<file path="src/rtl/dma_seq_pkg.sv">
package dma_seq_pkg;

  localparam logic [1:0] XM_NORMAL = 2'd0;
  localparam logic [1:0] XM_REPEAT = 2'd1;
  localparam logic [1:0] XM_RELOAD = 2'd2;

  localparam logic [1:0] AM_INC = 2'd1;
  localparam logic [1:0] AM_DEC = 2'd2;

  localparam logic [2:0] SEL_SRC  = 3'd0;
  localparam logic [2:0] SEL_DST  = 3'd1;
  localparam logic [2:0] SEL_CNT  = 3'd2;
  localparam logic [2:0] SEL_BSRC = 3'd3;
  localparam logic [2:0] SEL_BDST = 3'd4;
  localparam logic [2:0] SEL_BCNT = 3'd5;
  localparam logic [2:0] SEL_CTRL = 3'd6;
  localparam logic [2:0] SEL_STAT = 3'd7;

  typedef struct packed {
    logic [1:0] usize;
    logic [1:0] dst_am;
    logic [1:0] src_am;
    logic [1:0] xmode;
    logic       burst;
    logic       edge_req;
    logic       auto_req;
    logic       half_ie;
    logic       end_ie;
    logic       chan_en;
  } ctrl_t;

  localparam int CTRL_W = $bits(ctrl_t);

  typedef enum logic [1:0] {ST_IDLE = 2'd0, ST_BUSY = 2'd1, ST_GAP = 2'd2} seq_state_e;

  function automatic logic [4:0] unit_bytes(input logic [1:0] sz);
    case (sz)
      2'd0:    return 5'd1;
      2'd1:    return 5'd2;
      2'd2:    return 5'd4;
      default: return 5'd16;
    endcase
  endfunction

endpackage

</file>
<file path="src/rtl/dma_req_detect.sv">
module dma_req_detect (
  input  logic clk,
  input  logic rst_n,
  input  logic dreq,
  input  logic auto_req,
  input  logic edge_req,
  input  logic burst,
  input  logic unit_launch,
  output logic req
);
  logic dreq_q;
  logic pend_q;
  logic edge_mode;
  logic rise;

  assign edge_mode = edge_req & burst;
  assign rise      = dreq & ~dreq_q;

  always_ff @(posedge clk or negedge rst_n) begin
    if (!rst_n) begin
      dreq_q <= 1'b0;
      pend_q <= 1'b0;
    end else begin
      dreq_q <= dreq;
      pend_q <= edge_mode ? (rise | (pend_q & ~unit_launch)) : 1'b0;
    end
  end

  always_comb begin
    if (auto_req)       req = 1'b1;
    else if (edge_mode) req = pend_q;
    else                req = dreq;
  end


  edge_latch_chk: assert property (@(posedge clk) disable iff (!rst_n)
    (edge_mode && rise) |=> pend_q);

endmodule

</file>
<file path="src/rtl/dma_addr_reg.sv">
module dma_addr_reg
  import dma_seq_pkg::*;
#(
  parameter int AW = 32
) (
  input  logic          clk,
  input  logic          rst_n,
  input  logic          wr_en,
  input  logic [AW-1:0] wr_data,
  input  logic          step_en,
  input  logic [1:0]    am,
  input  logic [1:0]    usize,
  input  logic          load_en,
  input  logic [AW-1:0] load_val,
  output logic [AW-1:0] addr
);
  logic [AW-1:0] step_amt;
  logic [AW-1:0] stepped;

  assign step_amt = AW'(unit_bytes(usize));

  always_comb begin
    case (am)
      AM_INC:  stepped = addr + step_amt;
      AM_DEC:  stepped = addr - step_amt;
      default: stepped = addr;
    endcase
  end

  always_ff @(posedge clk or negedge rst_n) begin
    if (!rst_n)       addr <= '0;
    else if (wr_en)   addr <= wr_data;
    else if (load_en) addr <= load_val;
    else if (step_en) addr <= stepped;
  end


  dec_step_chk: assert property (@(posedge clk) disable iff (!rst_n)
    (step_en && !load_en && !wr_en && am == AM_DEC) |=> addr == $past(addr) - $past(step_amt));

endmodule

</file>
<file path="src/rtl/dma_cnt_unit.sv">
module dma_cnt_unit
  import dma_seq_pkg::*;
#(
  parameter int CNT_W = 24,
  parameter int SUB_W = 16
) (
  input  logic               clk,
  input  logic               rst_n,
  input  logic               cnt_we,
  input  logic [CNT_W-1:0]   cnt_wdata,
  input  logic               bcnt_we,
  input  logic [2*SUB_W-1:0] bcnt_wdata,
  input  logic               unit_done,
  input  logic [1:0]         xmode,
  input  logic               rpt_ok,
  output logic [CNT_W-1:0]   cnt_q,
  output logic               hit_zero,
  output logic               hit_half,
  output logic               sub_wrap
);
  localparam int BW = 2 * SUB_W;

  logic [BW-1:0]    bcnt_q;
  logic [CNT_W-1:0] cnt_n;
  logic [CNT_W-1:0] half_mark;
  logic [SUB_W-1:0] sub_q;
  logic [SUB_W-1:0] sub_hi;
  logic             reload_md;

  assign sub_q     = bcnt_q[SUB_W-1:0];
  assign sub_hi    = bcnt_q[BW-1:SUB_W];
  assign cnt_n     = cnt_q - 1'b1;
  assign half_mark = bcnt_q[CNT_W-1:0] >> 1;
  assign reload_md = (xmode == XM_RELOAD);

  assign hit_zero = unit_done & (cnt_n == '0);
  assign hit_half = unit_done & ~reload_md & (cnt_n == half_mark);
  assign sub_wrap = unit_done & reload_md & (sub_q == SUB_W'(1));

  always_ff @(posedge clk or negedge rst_n) begin
    if (!rst_n)                  cnt_q <= '0;
    else if (cnt_we)             cnt_q <= cnt_wdata;
    else if (unit_done) begin
      if (hit_zero && rpt_ok)    cnt_q <= bcnt_q[CNT_W-1:0];
      else                       cnt_q <= cnt_n;
    end
  end

  always_ff @(posedge clk or negedge rst_n) begin
    if (!rst_n)                  bcnt_q <= '0;
    else if (bcnt_we)            bcnt_q <= bcnt_wdata;
    else if (unit_done && reload_md) begin
      if (sub_wrap)              bcnt_q[SUB_W-1:0] <= sub_hi;
      else                       bcnt_q[SUB_W-1:0] <= sub_q - 1'b1;
    end
  end


  count_dec_chk: assert property (@(posedge clk) disable iff (!rst_n)
    (unit_done && !cnt_we && cnt_q != CNT_W'(1)) |=> cnt_q == $past(cnt_q) - 1'b1);


  repeat_reload_chk: assert property (@(posedge clk) disable iff (!rst_n)
    (unit_done && !cnt_we && cnt_q == CNT_W'(1) && rpt_ok) |=> cnt_q == $past(bcnt_q[CNT_W-1:0]));


  sub_reload_chk: assert property (@(posedge clk) disable iff (!rst_n)
    (unit_done && reload_md && !bcnt_we && sub_q == SUB_W'(1)) |=> bcnt_q[SUB_W-1:0] == $past(sub_hi));

endmodule

</file>
<file path="src/rtl/dma_chan_seq.sv">
module dma_chan_seq
  import dma_seq_pkg::*;
#(
  parameter int AW        = 32,
  parameter int CNT_W     = 24,
  parameter int SUB_W     = 16,
  parameter int STEAL_GAP = 2
) (
  input  logic             clk,
  input  logic             rst_n,
  input  logic             cfg_we,
  input  logic [2:0]       cfg_sel,
  input  logic [AW-1:0]    cfg_wdata,
  input  logic             master_en,
  input  logic             dreq,
  input  logic             addr_err_in,
  input  logic             nmi_in,
  output logic             xfer_valid,
  input  logic             xfer_ready,
  output logic [AW-1:0]    xfer_src,
  output logic [AW-1:0]    xfer_dst,
  output logic [1:0]       xfer_size,
  output logic [CNT_W-1:0] cur_count,
  output logic [3:0]       flags,
  output logic             irq_end,
  output logic             irq_half
);
  localparam int BW = 2 * SUB_W;
  localparam int GW = (STEAL_GAP > 1) ? $clog2(STEAL_GAP) : 1;

  ctrl_t          ctrl_q;
  seq_state_e     st_q;
  logic [GW-1:0]  gap_q;
  logic [AW-1:0]  bsrc_q, bdst_q;
  logic           te_q, he_q, ae_q, nmi_q;
  logic [3:0]     clr;
  logic           hs, launch, req, start_ok, abort, rpt_ok;
  logic           hit_zero, hit_half, sub_wrap, addr_load;
  logic           wr_src, wr_dst, wr_cnt, wr_bcnt;

  assign xfer_valid = (st_q == ST_BUSY);
  assign hs         = xfer_valid & xfer_ready;
  assign xfer_size  = ctrl_q.usize;
  assign flags      = {nmi_q, ae_q, he_q, te_q};
  assign irq_end    = te_q & ctrl_q.end_ie;
  assign irq_half   = he_q & ctrl_q.half_ie;

  assign wr_src  = cfg_we & (cfg_sel == SEL_SRC) & ~xfer_valid;
  assign wr_dst  = cfg_we & (cfg_sel == SEL_DST) & ~xfer_valid;
  assign wr_cnt  = cfg_we & (cfg_sel == SEL_CNT) & ~xfer_valid;
  assign wr_bcnt = cfg_we & (cfg_sel == SEL_BCNT);
  assign clr     = (cfg_we && cfg_sel == SEL_STAT) ? cfg_wdata[3:0] : 4'd0;

  assign abort    = ae_q | nmi_q | ~ctrl_q.chan_en | ~master_en;
  assign rpt_ok   = (ctrl_q.xmode == XM_REPEAT) & ~abort;
  assign start_ok = ctrl_q.chan_en & master_en & ~ae_q & ~nmi_q &
                    (~te_q | ((ctrl_q.xmode == XM_REPEAT) & ctrl_q.half_ie & ~he_q));
  assign launch   = (st_q == ST_IDLE) & start_ok & req;
  assign addr_load = (hit_zero & rpt_ok) | sub_wrap;

  dma_req_detect u_req (
    .clk         (clk),
    .rst_n       (rst_n),
    .dreq        (dreq),
    .auto_req    (ctrl_q.auto_req),
    .edge_req    (ctrl_q.edge_req),
    .burst       (ctrl_q.burst),
    .unit_launch (launch),
    .req         (req)
  );

  dma_addr_reg #(.AW(AW)) u_src (
    .clk (clk), .rst_n (rst_n),
    .wr_en (wr_src), .wr_data (cfg_wdata),
    .step_en (hs), .am (ctrl_q.src_am), .usize (ctrl_q.usize),
    .load_en (addr_load), .load_val (bsrc_q),
    .addr (xfer_src)
  );

  dma_addr_reg #(.AW(AW)) u_dst (
    .clk (clk), .rst_n (rst_n),
    .wr_en (wr_dst), .wr_data (cfg_wdata),
    .step_en (hs), .am (ctrl_q.dst_am), .usize (ctrl_q.usize),
    .load_en (addr_load), .load_val (bdst_q),
    .addr (xfer_dst)
  );

  dma_cnt_unit #(.CNT_W(CNT_W), .SUB_W(SUB_W)) u_cnt (
    .clk        (clk),
    .rst_n      (rst_n),
    .cnt_we     (wr_cnt),
    .cnt_wdata  (cfg_wdata[CNT_W-1:0]),
    .bcnt_we    (wr_bcnt),
    .bcnt_wdata (cfg_wdata[BW-1:0]),
    .unit_done  (hs),
    .xmode      (ctrl_q.xmode),
    .rpt_ok     (rpt_ok),
    .cnt_q      (cur_count),
    .hit_zero   (hit_zero),
    .hit_half   (hit_half),
    .sub_wrap   (sub_wrap)
  );

  always_ff @(posedge clk or negedge rst_n) begin
    if (!rst_n) begin
      ctrl_q <= '0;
      bsrc_q <= '0;
      bdst_q <= '0;
    end else if (cfg_we) begin
      case (cfg_sel)
        SEL_BSRC: bsrc_q <= cfg_wdata;
        SEL_BDST: bdst_q <= cfg_wdata;
        SEL_CTRL: ctrl_q <= ctrl_t'(cfg_wdata[CTRL_W-1:0]);
        default: ;
      endcase
    end
  end

  always_ff @(posedge clk or negedge rst_n) begin
    if (!rst_n) begin
      te_q  <= 1'b0;
      he_q  <= 1'b0;
      ae_q  <= 1'b0;
      nmi_q <= 1'b0;
    end else begin
      te_q  <= (te_q  & ~clr[0]) | hit_zero;
      he_q  <= (he_q  & ~clr[1]) | hit_half;
      ae_q  <= (ae_q  & ~clr[2]) | addr_err_in;
      nmi_q <= (nmi_q & ~clr[3]) | nmi_in;
    end
  end

  always_ff @(posedge clk or negedge rst_n) begin
    if (!rst_n) begin
      st_q  <= ST_IDLE;
      gap_q <= '0;
    end else begin
      case (st_q)
        ST_IDLE: if (launch) st_q <= ST_BUSY;
        ST_BUSY: if (hs) begin
          if (ctrl_q.burst) st_q <= ST_IDLE;
          else begin
            st_q  <= ST_GAP;
            gap_q <= GW'(STEAL_GAP - 1);
          end
        end
        ST_GAP: begin
          if (gap_q == '0) st_q <= ST_IDLE;
          else             gap_q <= gap_q - 1'b1;
        end
        default: st_q <= ST_IDLE;
      endcase
    end
  end


  valid_hold_chk: assert property (@(posedge clk) disable iff (!rst_n)
    (xfer_valid && !xfer_ready) |=> xfer_valid && $stable(xfer_src) && $stable(xfer_dst) && $stable(cur_count));


  start_gate_chk: assert property (@(posedge clk) disable iff (!rst_n)
    $rose(xfer_valid) |-> $past(start_ok));


  steal_gap_chk: assert property (@(posedge clk) disable iff (!rst_n)
    (hs && !ctrl_q.burst) |=> !xfer_valid ##1 !xfer_valid);


  end_flag_src_chk: assert property (@(posedge clk) disable iff (!rst_n)
    $rose(te_q) |-> $past(hs));


  nmi_block_chk: assert property (@(posedge clk) disable iff (!rst_n)
    nmi_q |-> !launch);

endmodule

</file>
<file path="config.mk">
export PLATFORM = sky130hd
export DESIGN_NAME = dma_chan_seq
export DESIGN_NICKNAME = d
export VERILOG_FILES = /design/src/rtl/dma_seq_pkg.sv /design/src/rtl/dma_req_detect.sv /design/src/rtl/dma_addr_reg.sv /design/src/rtl/dma_cnt_unit.sv /design/src/rtl/dma_chan_seq.sv
export SDC_FILE = /design/constraint.sdc
export NUM_CORES = 1
export LEC_CHECK = 0
export CORE_MARGIN = 2
export CORE_UTILIZATION = 60
export CTS_BUF_LIST = sky130_fd_sc_hd__clkbuf_4
export DETAILED_ROUTE_END_ITERATION = 12
export PLACE_DENSITY = 0.89
export SETUP_SLACK_MARGIN = 0.2
export SKIP_CTS_REPAIR_TIMING = 1
export SLEW_MARGIN = 10
export SYNTH_ARGS = -nofsm -noshare
export SYNTH_HDL_FRONTEND = slang
export SYNTH_SLANG_ARGS = --single-unit
export TNS_END_PERCENT = 5
</file>
<file path="constraint.sdc">
create_clock -name clk -period 4.22 [get_ports clk]
set_input_delay 0.633 -clock clk [delete_from_list [all_inputs] [get_ports clk]]
set_output_delay 0.633 -clock clk [all_outputs]
set_load 0.005 [all_outputs]
</file>
==> results.toml, run 1 <==
[run_status]
status = "finished clean"

[timing]
timing.fmax_ghz = 0.254
period_share_pct = 93.2
slew_violations = 0
fin_worst_skew_ps = 35.5
finalHoldViolCount = 0
maxSlewHeadroom_pct = 39.9
finalWorstSetupSlack_ps = 286
setup_tns_ps = 0
period_needed_ps = 3930
worst-slew-pin-transition_ps = 902
setup_violations = 0
rsz0062_at_grt = "yes"

[setup_path]
r2r-end = "u_dst.addr[28]$_DFFE_PN0P_"
worstRegToRegCells = 13
r2r_start = "xfer_size[0]$_DFFE_PN0P_"
path_class = "reg -> reg"
cp.arrival_ps = 4520
worstSetupStartpointType = "register"
rrSetupSlack_ps = 290
cp_max_fo = 8
required_ps = 4810
cp-end-kind = "register"

[die]
rows = 55
ios = 140
fp.dieW_um = 156
die-height_um = 156
die_area_um2 = 24500
initial_core_util_pct = 61.3
core_area_um2 = 22700

[routing]
wire_per_inst_um = 22.3
first_pass_iters = 6
drc = 0
vias = 13200
wirelength_um = 44500
viasPerCell = 6.63
ant_nets = 0
drt_iter0_drc = 1209

[finish]
layout-drive-gt1-share_pct = 13.9
area_growth_pct = 16.6
fillCellCount = 1708
final_cells = 1995
fin_nets = 1781

[power_and_ir_drop]
seq_power_share_pct = 36.4
net-switching-power_w = 0.00304
power_frac_comb_pct = 41.0
leakagePower_nw = 7.07
p_int_w = 0.00481
power.density_nw_per_um2 = 483
power_frac_clock_pct = 22.6
p_sw_share_pct = 38.7
peakVddDrop_mv = 0.282

[placed_design]
place_ws_ps = 323
dp_hpwl_um = 31700
dp.cells = 1900
io_buffers = 139
place_congestion = 0.999

[synthesis]
synth_top_area_share_pct = 37.2
syn_area_um2 = 13900
ys_ff_latch = 207
synth_top_area_cell = "dfrtp_1"
synthCells = 1529
synth_edf_count = 0
seq_area_frac_synth_pct = 37.2
ys.flop_type = "dfrtp_1"
yosys-top-cells-area = "dfrtp_1 (37%), mux2_2 (6.4%), ha_1 (5.9%)"
synth.distinct_cells = 89
synth_warnings = 0
synth_fp_nets = 1640
ys_async_sr_fraction_pct = 100
avgSynthCellArea_um2 = 9.11

[global_routing]
grt_pass1_vias = 12900
grt.overflow.total = 0
grtUsageTotal_pct = 36.5
grt_max_degree = 105
grt_pass1_wl_um = 69500
antenna_found_initial = 1

[clock_tree]
path_clk_slew_ps = 70
htreeDepth = 2
cts.sinks = 207
cts_buffers = 53
cts-root-buf = "clkbuf_4"
clockBufferDepth = 3
clk_latency_ps = 710
cts_tree = "yes"

[worst_hold_path]
min_path_type = "in -> async"

[flow_run]
drv_cap = 0
-- state kept, by name, indices dropped and copies added, names as in the netlist, 2 cells and up --
name,count
st_q,2
xfer_size,2
u_src.addr,32
bsrc_q,32
bdst_q,32
ctrl_q,12
u_cnt.bcnt_q,32
u_cnt.cnt_q,24
u_dst.addr,32
-- critical path: stages (launching register included) --
cell	delay (ps)
dfrtp_1	510
nor2_1	310
ha_1	230
inv_1	50
fa_1	430
a211oi_1	400
o21ai_0	220
o2111ai_1	200
a31oi_1	180
o21ai_0	400
o311ai_0	220
a21oi_1	310
mux2i_1	240
o22ai_1	90
-- layout by cell type, fill, tap and decap left out, drive strengths merged, types with 26 or more instances in the layout --
cell,instances
nand3,51
clkbuf,77
xnor2,49
a21oi,127
nor3,30
o21ai,93
inv,26
nand2,203
a21o,38
xor2,43
ha,66
a22oi,33
mux2,80
clkdlybuf4s50,138
buf,36
nor2,89
dfrtp,207
-- how the worst max path moves through the flow --
stage,end,slack [ps],cells past startpoint,startpoint
3_3_place_gp,u_src.addr[0]$_DFFE_PN0P_,420,11,xfer_ready
6_report,u_dst.addr[28]$_DFFE_PN0P_,290,13,xfer_size[0]$_DFFE_PN0P_
4_1_cts,u_src.addr[28]$_DFFE_PN0P_,320,11,u_cnt.cnt_q[0]$_DFFE_PN0P_
3_5_place_dp,u_src.addr[0]$_DFFE_PN0P_,320,11,xfer_ready
2_1_floorplan,u_src.addr[31]$_DFFE_PN0P_,520,12,ctrl_q[8]$_DFFE_PN0P_
5_1_grt,u_src.addr[31]$_DFFE_PN0P_,10,13,ctrl_q[8]$_DFFE_PN0P_
-- metrics by stage --
stage	hold slack, ps	power [W]	instance area (um2)	util, %
2_1_floorplan	337	0.00490	13900	-
6_report	13.9	0.00785	16200	71.5
3_5_place_dp	481	0.00602	15600	68.5
5_1_grt	94.2	0.00831	16200	71.5
3_3_place_gp	466	0.00592	15600	68.5
4_1_cts	75.8	0.00780	16200	71.5
-- cells by family after synthesis --
group	Yosys count	synth area share [%]
buffers and inverters	115	3.74
muxes	81	6.54
xor gates and xnor gates	93	5.95
adders and majority gates	68	6.22
and+or+nand+nor	503	18.1
DFF	207	37.2
AOI/OAI and AO/OA	462	22.3
-- final cells by class --
class / count / area [um2] / area share [%]
Inverter: 26 / 97.6 / 0.601
Sequential cell: 207 / 5180 / 31.9
Antenna cell: 1 / 2.50 / 0.0154
Multi-Input combinational cell: 1207 / 8260 / 50.9
Tap cell: 285 / 357 / 2.20
Timing Repair Buffer: 175 / 1670 / 10.3
Clock inverter: 18 / 105 / 0.647
Clock buffer: 76 / 571 / 3.51
-- power by group through the flow --
stage,registers [W],clock network [W],logic [W]
2_1_floorplan,0.00270,0,0.00220
3_3_place_gp,0.00285,0,0.00307
3_5_place_dp,0.00287,0,0.00315
4_1_cts,0.00283,0.00179,0.00318
5_1_grt,0.00289,0.00188,0.00353
6_report,0.00286,0.00177,0.00322
-- routing by layer --
layer  up-vias  wire [um]  global-route usage (%)
met5         -          0                       0
li1       5938          -                       -
met3       160       4900                    8.00
met1      6373      17300                    48.9
met4         0       2250                    18.4
met2       757      20000                    56.2
-- synthesized netlist by cell type, types with 37 or more instances --
cell type / instances
a21o_1: 37
a21oi_1: 126
clkbuf_1: 56
dfrtp_1: 207
ha_1: 66
mux2_2: 79
nand2_1: 202
nand3_1: 50
nor2_1: 88
o21ai_0: 92
xnor2_1: 49
xor2_1: 43
Note: power is estimated with default switching activity, not from simulation.
==> run 2, diff against run 1 <==
CORE_MARGIN = 1.5   (was 2)
CORE_UTILIZATION = 54   (was 60)
PLACE_DENSITY = 0.85   (was 0.89)
clock period = 3.4 ns   (was 4.22 ns; I/O delays follow)
==> run 2 against run 1 <==
- worst setup slack got worse by 280 ps
- routed wire length increased by 7.0%
- first-iteration DRC count increased by 34%
- non-clock buffer count increased by 113
==> results.toml, run 2 (synthesis gave the netlist of run 1 again) <==
[timing]
period_share_pct = 99.8
finalHoldViolCount = 0
rsz0062_at_grt = "yes"
finalWorstSetupSlack_ps = 6.46
fin_worst_skew_ps = 39.7
setup_violations = 0
worst-slew-pin-transition_ps = 854
slew_violations = 0
period_needed_ps = 3390
timing.fmax_ghz = 0.295
maxSlewHeadroom_pct = 43.1

[placed_design]
place_ws_ps = -130
place_congestion = 0.993
dp_hpwl_um = 33700
io_buffers = 139
place_area_um2 = 16400

[global_routing]
globalRouteMet1Util_pct = 45.9
grt_max_degree = 88
globalRouteMet3Util_pct = 7.87
grt_pass1_vias = 13400
grt_pass1_wl_um = 72700
top_usage_layer = "met2"
grtUsageMet2_pct = 54.5
grt.overflow.total = 0
grtUsageTotal_pct = 34.8
antenna_found_initial = 0

[setup_path]
rrSetupSlack_ps = 6
required_ps = 3950
path_class = "reg -> reg"
crit_path_top_delay_cell = "dfrtp_1"
r2r-end = "u_src.addr[23]$_DFFE_PN0P_"
cp_common_cell = "a21oi_2"
worstSetupStartpointType = "register"
slowest_delay_ps = 430
r2r_start = "ctrl_q[9]$_DFFE_PN0P_"
critPathBufInv = 2
worstRegToRegCells = 13
cp_max_fo = 6
cpLargestDelayFamily = "compound AO/OA/AOI/OAI gates"
cp-end-kind = "register"
cp.arrival_ps = 3940
path_cells = "nand2b_4 > clkinvlp_4 > buf_4 > ha_1 > a21oi_2 > o2111ai_1 > a311o_1 > a21oi_2 > o21ai_1 > a221o_1 > a21oi_2 > xor2_1 > o21ai_0"

[finish]
diodes = 0
stdcell_area_um2 = 17700
layout_common_cells = "dfrtp_1 (206), nand2_1 (198), clkdlybuf4s50_1 (138)"
fillCellCount = 1879
layout_commonest_cell = "dfrtp_1"
layout-drive-gt1-share_pct = 22.7
fin_nets = 1898
area_growth_pct = 27.2

[routing]
ant_nets = 0
drc = 0
viasPerCell = 6.48
wire_per_inst_um = 22.1
first_pass_iters = 6
vias = 14000
drt_iter0_drc = 1623
wirelength_um = 47600

[worst_hold_path]
min_to = "u_req.dreq_q$_DFF_PN0_"
hold_depth = 1
hold_start = "dreq"
min_path_type = "in -> reg"

[power_and_ir_drop]
net-switching-power_w = 0.00408
power_frac_comb_pct = 45.3
seq_power_share_pct = 33.3
leakagePower_nw = 7.76
p_int_w = 0.00649
power.density_nw_per_um2 = 596
p_sw_share_pct = 38.6
power_frac_clock_pct = 21.4
peakVddDrop_mv = 0.370

[clock_tree]
cts_buffers = 56
htreeDepth = 2
path_clk_slew_ps = 70
cts_tree = "yes"
clockBufferDepth = 3
clk_latency_ps = 720
cts.sinks = 207
cts-root-buf = "clkbuf_4"

[run_status]
status = "finished clean"

[die]
ios = 140
initial_core_util_pct = 55.2
core_area_um2 = 25300
die_area_um2 = 26800
die-height_um = 164
rows = 58
fp.dieW_um = 164

[flow_run]
drv_cap = 0
## run 2: final cells by class
type	count	area (um2)	area share (%)
multi-input cells	1207	8660	48.9
flip-flops and latches	207	5180	29.2
repair buffers	288	2660	15.0
clock buffers	68	510	2.88
well taps	330	413	2.33
clock inverters	25	181	1.02
inverters	26	104	0.586
repair inverters	1	7.51	0.0424
## run 2: power by group through the flow
stage | clock network [W] | registers (W) | logic [W]
after floorplan | 0 | 0.00335 | 0.00276
after global placement | 0 | 0.00349 | 0.00426
after detailed placement | 0 | 0.00350 | 0.00437
after CTS | 0.00228 | 0.00347 | 0.00440
after global routing | 0.00243 | 0.00356 | 0.00518
final | 0.00226 | 0.00352 | 0.00479
## run 2: worst reg2reg max path, delay by kind of cell (launching register included)
kind                     cells  cell delay (ps)
buffers and inverters        2              440
XOR/XNOR                     1              170
flip-flops                   1              430
adder cells (fa/ha/maj)      1              310
AND/OR/NAND/NOR              1              170
AO/OA/AOI/OAI                8             1700
## run 2: through the flow
stage               total power, W  hold WS, ps  util [%]  instances  TNS (ps)
CTS                         0.0102         -125      67.7       2128     -1000
floorplan                  0.00611          214         -       1529         0
detailed placement         0.00788          472      64.9       2035     -1990
global placement           0.00775          464      64.9       2035         0
finish                      0.0106          306      70.2       2152         0
global route                0.0112          282      70.2       2152      -319
## run 2: routing by layer
metal | wire (um) | vias up
met1 | 18600 | 6738
met3 | 5110 | 150
met4 | 1870 | 0
met2 | 22000 | 894
met5 | 0 | -
li1 | - | 6170
## run 2: how the worst max path moves through the flow
stage / start / end / slack, ps / cells past startpoint
2_1_floorplan: ctrl_q[9]$_DFFE_PN0P_ / u_src.addr[31]$_DFFE_PN0P_ / 130 / 13
3_3_place_gp: ctrl_q[9]$_DFFE_PN0P_ / u_src.addr[23]$_DFFE_PN0P_ / 20 / 13
3_5_place_dp: xfer_ready / u_dst.addr[5]$_DFFE_PN0P_ / -130 / 11
4_1_cts: u_cnt.cnt_q[1]$_DFFE_PN0P_ / u_src.addr[16]$_DFFE_PN0P_ / -120 / 13
5_1_grt: ctrl_q[8]$_DFFE_PN0P_ / u_src.addr[23]$_DFFE_PN0P_ / -120 / 13
6_report: ctrl_q[9]$_DFFE_PN0P_ / u_src.addr[23]$_DFFE_PN0P_ / 6 / 13
